## src/rtl/gpio7_port.sv

```systemverilog
module gpio7_port #(
  parameter int W      = 7,
  parameter int OD_BIT = 4
) (
  input  logic         clk,
  input  logic         rst_n,
  input  logic [1:0]   bus_addr,
  input  logic         bus_we,
  input  logic [7:0]   bus_wdata,
  output logic [7:0]   bus_rdata,
  input  logic [W-1:0] pin_in,
  input  logic [W-1:0] ana_mask,
  output logic [W-1:0] pin_oe,
  output logic [W-1:0] pin_out
);
  localparam logic [W-1:0] OD_MASK = W'(1) << OD_BIT;

  logic [W-1:0] dir_q, lat_q, sync1_q, sync2_q;

  always_ff @(posedge clk) begin
    if (!rst_n) begin
      dir_q   <= '1;
      lat_q   <= '0;
      sync1_q <= '0;
      sync2_q <= '0;
    end else begin
      sync1_q <= pin_in;
      sync2_q <= sync1_q;
      if (bus_we && bus_addr == 2'd0) dir_q <= bus_wdata[W-1:0];
      if (bus_we && (bus_addr == 2'd1 || bus_addr == 2'd2)) lat_q <= bus_wdata[W-1:0];
    end
  end

  assign pin_oe  = ~dir_q & ~(lat_q & OD_MASK);
  assign pin_out = lat_q & ~OD_MASK;

  always_comb begin
    bus_rdata = '0;
    case (bus_addr)
      2'd0:    bus_rdata[W-1:0] = dir_q;
      2'd1:    bus_rdata[W-1:0] = sync2_q & ~ana_mask;
      2'd2:    bus_rdata[W-1:0] = lat_q;
      default: bus_rdata = '0;
    endcase
  end
endmodule


```

## config.mk

```make
export PLATFORM = sky130hd
export DESIGN_NAME = gpio7_port
export DESIGN_NICKNAME = d
export VERILOG_FILES = /design/src/rtl/gpio7_port.sv
export SDC_FILE = /design/constraint.sdc
export NUM_CORES = 1
export LEC_CHECK = 0
export BUFFER_PORTS_ARGS = -buffer_cell sky130_fd_sc_hd__buf_2
export CAP_MARGIN = 0
export CORE_UTILIZATION = 51
export CTS_BUF_LIST = sky130_fd_sc_hd__clkbuf_16
export DETAILED_ROUTE_END_ITERATION = 16
export PLACE_DENSITY_LB_ADDON = 0.3
export SLEW_MARGIN = 20
export SYNTH_ARGS = -nofsm -noshare
export SYNTH_HDL_FRONTEND = slang
export SYNTH_SLANG_ARGS = --single-unit
```

## constraint.sdc

```tcl
create_clock -name clk -period 1.65 [get_ports clk]
set_clock_uncertainty 0.05 [all_clocks]
set_input_delay 0.0825 -clock clk [delete_from_list [all_inputs] [get_ports clk]]
set_output_delay 0.0825 -clock clk [all_outputs]
set_load 0.01 [all_outputs]
```

==> results of run 1 <==
## worst max path at each step
stage           startpoint            to  slack, ns
4_1_cts        bus_addr[0]  bus_rdata[4]       0.41
3_5_place_dp   bus_addr[0]      lat_q[3]       0.35
6_report       bus_addr[0]  bus_rdata[4]       0.40
3_3_place_gp   bus_addr[0]      lat_q[0]       0.40
5_1_grt        bus_addr[0]  bus_rdata[3]       0.32
2_1_floorplan  bus_addr[0]      lat_q[4]       0.57
## cell usage after synthesis
library cell	number
a22oi_1	7
buf_4	8
and3_1	7
a21oi_1	14
buf_2	4
clkbuf_2	1
conb_1	1
ha_1	4
nor2_1	1
a21boi_1	4
a21boi_0	3
and3b_1	7
o21a_1	7
dfxtp_1	28
o21ai_0	1
buf_6	3
o21ai_1	6
and2_1	14
nand3b_1	7
inv_1	8
## critical path, delay by kind of cell
family                     cells  cell delay, ns
AOI/OAI and AO/OA              2            0.33
adders and majority gates      1            0.19
buffers and inverters          4            0.52
## final cells by class
| class | count | share of cell area [%] |
|---|---|---|
| clock inverters | 1 | 1.89 |
| repair buffers | 52 | 18.4 |
| multi-input cells | 84 | 35.7 |
| inverters | 8 | 1.89 |
| flip-flops and latches | 28 | 35.2 |
| clock buffers | 3 | 4.71 |
| well taps | 28 | 2.20 |
## cell usage in the layout (no fill, tap or decap), types with 7 or more instances in the layout
cell,instances
and3_1,7
inv_1,8
and3b_1,7
and2_1,14
buf_2,45
nand3b_1,7
a22oi_1,7
o21a_1,7
a21oi_1,14
dfxtp_1,28
## sequential cells by signal (all words and copies together) (netlist names)
register / flops
dir_q: 7
lat_q: 7
sync1_q: 7
sync2_q: 7
## cells by family (layout without fill, tap and decap cells)
family / count (synthesis) / after routing / share of synthesized area [%]
other: 1 / 2 / 0.294
DFF: 28 / 28 / 44.0
and+or+nand+nor: 36 / 36 / 19.5
buffers and inverters: 24 / 64 / 11.7
adders and majority gates: 4 / 4 / 3.93
AOI/OAI and AO/OA: 42 / 42 / 20.6
## metal layers
| layer | global-route usage [%] | part of all wire, % |
|---|---|---|
| met5 | 0 | 0 |
| met4 | 5.41 | 0.65 |
| met3 | 2.63 | 3.7 |
| met2 | 40.2 | 52 |
| met1 | 22.5 | 43 |
## power by group through the flow
stage | clock (mW) | sequential, mW | combinational (mW)
2_1_floorplan | 0 | 0.733 | 0.133
3_3_place_gp | 0 | 0.735 | 0.177
3_5_place_dp | 0 | 0.737 | 0.184
4_1_cts | 0.713 | 0.722 | 0.196
5_1_grt | 0.737 | 0.725 | 0.216
6_report | 0.702 | 0.722 | 0.196
==> impl_metrics.yaml, run 1 <==
sta:
  tns_ns: 0
  fmax_ghz: 0.800
  grt_setup_unrepaired: "no"
  hold_viol: 0
  drv_slew: 0
  whs_ns: 0.00447
  fin_ws_ns: 0.399
  post-route-min-period_ns: 1.25
  setup_violations: 0
  finalCritPeriodShare_pct: 75.8
synth:
  synth_area_per_cell_um2: 9.44
  synth_seq_cells: 28
  synth_area_um2: 1270
  synthTopCellsByArea: "dfxtp_1 44%, and2_1 6.9%, a21oi_1 5.5%"
  synth_top_area_share_pct: 44.0
  synth_seq_area_share_pct: 44.0
  yosysUniqueCellTypes: 20
  synthCells: 135
  synth_warnings: 0
  synth_top_area_cell: "dfxtp_1"
min_path:
  hold_start: "pin_in[4]"
  holdPathStages: 2
  hold_end: "sync1_q[4]"
  hold_path_class: "primary input to register"
power_and_ir_drop:
  cellPowerDensity_nw_per_um2: 1020
  power.switching_mw: 0.333
  swShare_pct: 20.6
  max-vdd-ir-drop_uv: 1060
  seq_power_share_pct: 44.6
  p_leak_nw: 0.836
  power_mw: 1.62
  pwr-share-comb_pct: 12.1
  p_int_mw: 1.29
  p_clk_share_pct: 43.3
detailed_routing:
  vias: 1048
  drt-total-wl_mm: 2.61
  routedWlPerCell_um: 12.8
  route.detailed.drc: 0
  vias_per_cell: 5.14
  drt_iter0_drc: 7
  first_pass_iters: 4
  ant_nets: 0
worst_setup_path:
  cp_max_fo: 21
  cp-end-kind: "primary output"
  ff2ff_setup_slack_ns: 0.86
  worst_path_most_repeated_cell: "buf_2"
  cp.required_ns: 1.52
  r2r-start: "lat_q[3]"
  crit_chain: "buf_2, inv_1, ha_1, buf_4, a22oi_1, a21oi_1, buf_2"
  critical_path_class: "primary input to primary output"
  reg2reg_depth: 2
  cp_slowest_stage_delay_ns: 0.23
  start_kind: "primary input"
  critPathSlowestCell: "a22oi_1"
  r2r_end: "lat_q[3]"
  worstPathArrival_ns: 1.12
placement:
  post_dp_cell_area_um2: 1430
  dp_hpwl_mm: 1.75
  place_ws_ns: 0.355
  io_buffers: 45
  dp.cells: 194
  gp_congestion: 0.724
cells_and_area:
  fill_cells: 184
  multiInputGateArea_um2: 569
  final_core_util_pct: 70.0
  final_cell_area_um2: 1590
  diodes: 0
  nets: 208
  syn_to_final_growth_pct: 24.9
  seqCellArea_um2: 561
  drive_above_1_share_pct: 28.4
  stdcell_count: 204
clocking:
  cts_buffer_depth: 2
  cts_tree: "yes"
  cts.reportedPaths.clkPinSlew_ns: 0.06
  hold_buffers: 6
  clk_latency_ns: 0.26
  cts_made_buffers: 3
  post_cts_buffers: 0
  cts_resized: 0
  cts.sinks: 28
  root_buffer: "clkbuf_16"
  ctsHtreeMaxLevel: 1
floorplanning:
  coreArea_um2: 2280
  io-pin-count: 49
  fp.dieH_um: 52
  dieWidth_um: 52
  die-area_um2: 2700
  start_util_pct: 56.0
  rows: 17
global_route:
  grt_max_degree: 29
  gr-total-overflow: 0
  grt_pass1_wl_mm: 4.01
  grt_pass1_vias: 910
  antenna_found_initial: 0
  track_usage_pct: 20.5
outcome:
  status: "finished, final reports clean"
flow_run:
  maxCapViolCount: 0
No activity file was read; power rests on OpenSTA's default activity.
==> run 2, diff against run 1 <==
--- a/config.mk
+++ b/config.mk
@@ -7,7 +7,7 @@
 export LEC_CHECK = 0
 export BUFFER_PORTS_ARGS = -buffer_cell sky130_fd_sc_hd__buf_2
 export CAP_MARGIN = 0
-export CORE_UTILIZATION = 51
+export CORE_UTILIZATION = 43
 export CTS_BUF_LIST = sky130_fd_sc_hd__clkbuf_16
 export DETAILED_ROUTE_END_ITERATION = 16
 export PLACE_DENSITY_LB_ADDON = 0.3
==> constraint.sdc (replaced) <==
create_clock -name clk -period 1.1 [get_ports clk]
set_clock_uncertainty 0.05 [all_clocks]
set_input_delay 0.055 -clock clk [delete_from_list [all_inputs] [get_ports clk]]
set_output_delay 0.055 -clock clk [all_outputs]
set_load 0.01 [all_outputs]
==> impl_metrics.yaml, run 2 (synthesis gave the netlist of run 1 again) <==
outcome:
  status: "complete, but fails checks"
  violations: "negative setup slack"
sta:
  hold_viol: 0
  finalCritPeriodShare_pct: 102
  drv_slew: 0
  fin_ws_ns: -0.0220
  grt_setup_unrepaired: "yes"
  whs_ns: 0.0931
  post-route-min-period_ns: 1.12
  setup_violations: 3
  tns_ns: -0.0476
  fmax_ghz: 0.891
worst_setup_path:
  cp-end-kind: "primary output"
  reg2reg_depth: 3
  path_buf_inv: 1
  r2r-start: "lat_q[1]"
  start_kind: "register"
  cp.depth: 3
  cp_slowest_stage_delay_ns: 0.33
  critPathTopFamily: "flip-flops"
  critPathSlowestCell: "dfxtp_2"
  cp.required_ns: 1.00
  critical_path_class: "register to primary output"
  cp_max_fo: 3
  crit_chain: "a22oi_2, a21oi_2, buf_2"
  worstPathArrival_ns: 1.02
  cp-startpoint: "dir_q[0]"
floorplanning:
  start_util_pct: 45.8
  io-pin-count: 49
  die-area_um2: 3190
  coreArea_um2: 2780
  rows: 19
  dieWidth_um: 56.5
  fp.dieH_um: 56.5
detailed_routing:
  route.detailed.drc: 0
  drt-total-wl_mm: 2.88
  routedWlPerCell_um: 13.2
  drt_iter0_drc: 22
  first_pass_iters: 4
  ant_nets: 0
  vias_per_cell: 5.04
  vias: 1098
cells_and_area:
  layout_common_cells: "45 x buf_2, 16 x dfxtp_1, 14 x and2_1, 13 x a21oi_1, 12 x dfxtp_2"
  drive_above_1_share_pct: 44.9
  final_cell_area_um2: 1780
  stdcell_count: 218
  fill_cells: 237
  final_common_cell: "buf_2"
  diodes: 0
  nets: 219
  syn_to_final_growth_pct: 39.4
  seqCellArea_um2: 576
  multiInputGateArea_um2: 646
  final_core_util_pct: 63.9
global_route:
  gr-total-overflow: 0
  grt_pass1_vias: 1039
  track_usage_pct: 18.2
  antenna_found_initial: 0
  grt_pass1_wl_mm: 4.48
  grt_max_degree: 29
min_path:
  holdPathStages: 3
  hold_path_class: "primary input to register"
  hold_start: "bus_wdata[4]"
placement:
  io_buffers: 45
  gp_congestion: 0.727
  place_ws_ns: -0.112
  post_dp_cell_area_um2: 1480
  dp_hpwl_mm: 1.89
  dp.cells: 204
power_and_ir_drop:
  max-vdd-ir-drop_uv: 1040
  power_mw: 2.53
  cellPowerDensity_nw_per_um2: 1420
  p_leak_nw: 0.891
flow_run:
  maxCapViolCount: 0
clocking:
  cts_made_buffers: 3
  cts_tree: "yes"
  root_buffer: "clkbuf_16"
  clk_latency_ns: 0.26
  cts.reportedPaths.clkPinSlew_ns: 0.07
  ctsHtreeMaxLevel: 1
  cts_buffer_depth: 2
  cts.sinks: 28
[run 2: cell count changes in the layout (fill, tap and decap cells not counted)]
cell	previous run	this run
inv_2	0	1
a22oi_2	0	7
a21oi_1	14	13
inv_1	8	7
buf_6	0	1
dlygate4sd3_1	6	7
dfxtp_2	0	12
dfxtp_1	28	16
ha_1	4	1
buf_4	1	10
ha_4	0	3
a22oi_1	7	0
a21oi_2	0	1
[run 2: layer usage]
metal	global-route usage [%]	part of all wire (%)	up-vias
met2	32.4	53	26
li1	-	-	554
met4	8.36	1.4	0
met5	0	0	-
met3	4.38	3.4	4
met1	20.1	43	514
[run 2: worst paths after layout]
| check | slack, ns | end |
|---|---|---|
| setup / recovery | -0.02 | bus_rdata[0] |
| hold reg to reg | 0.38 | sync2_q[4] |
| hold / removal | 0.09 | lat_q[4] |
| setup reg to reg | 0.20 | lat_q[1] |
[run 2: repair_timing]
action                                 4_1_cts  5_1_grt
endpoints found under the hold margin        7        0
hold buffers                                 7        0
setup buffers                                0        3
pin swaps                                    0        6
resized for setup                           13       15
setup endpoints to repair                    7        7
[run 2: power breakdown]
| group | total (mW) | internal, mW | switching (mW) |
|---|---|---|---|
| Clock | 1.08 | 0.725 | 0.356 |
| Sequential | 1.09 | 1.06 | 0.0250 |
| Combinational | 0.359 | 0.191 | 0.167 |
| Total | 2.53 | 1.98 | 0.548 |
[run 2: layout make-up]
| type | instances | share of cell area, % |
|---|---|---|
| well taps | 31 | 2.18 |
| repair buffers | 63 | 21.5 |
| multi-input cells | 84 | 36.3 |
| clock buffers | 3 | 4.23 |
| flip-flops and latches | 28 | 32.4 |
| inverters | 8 | 1.69 |
| clock inverters | 1 | 1.69 |
[run 2: tightest hold or removal path, cell delays in order]
cell and delay [ns]:
buf_2 0.08, and3_1 0.13, o21a_1 0.11
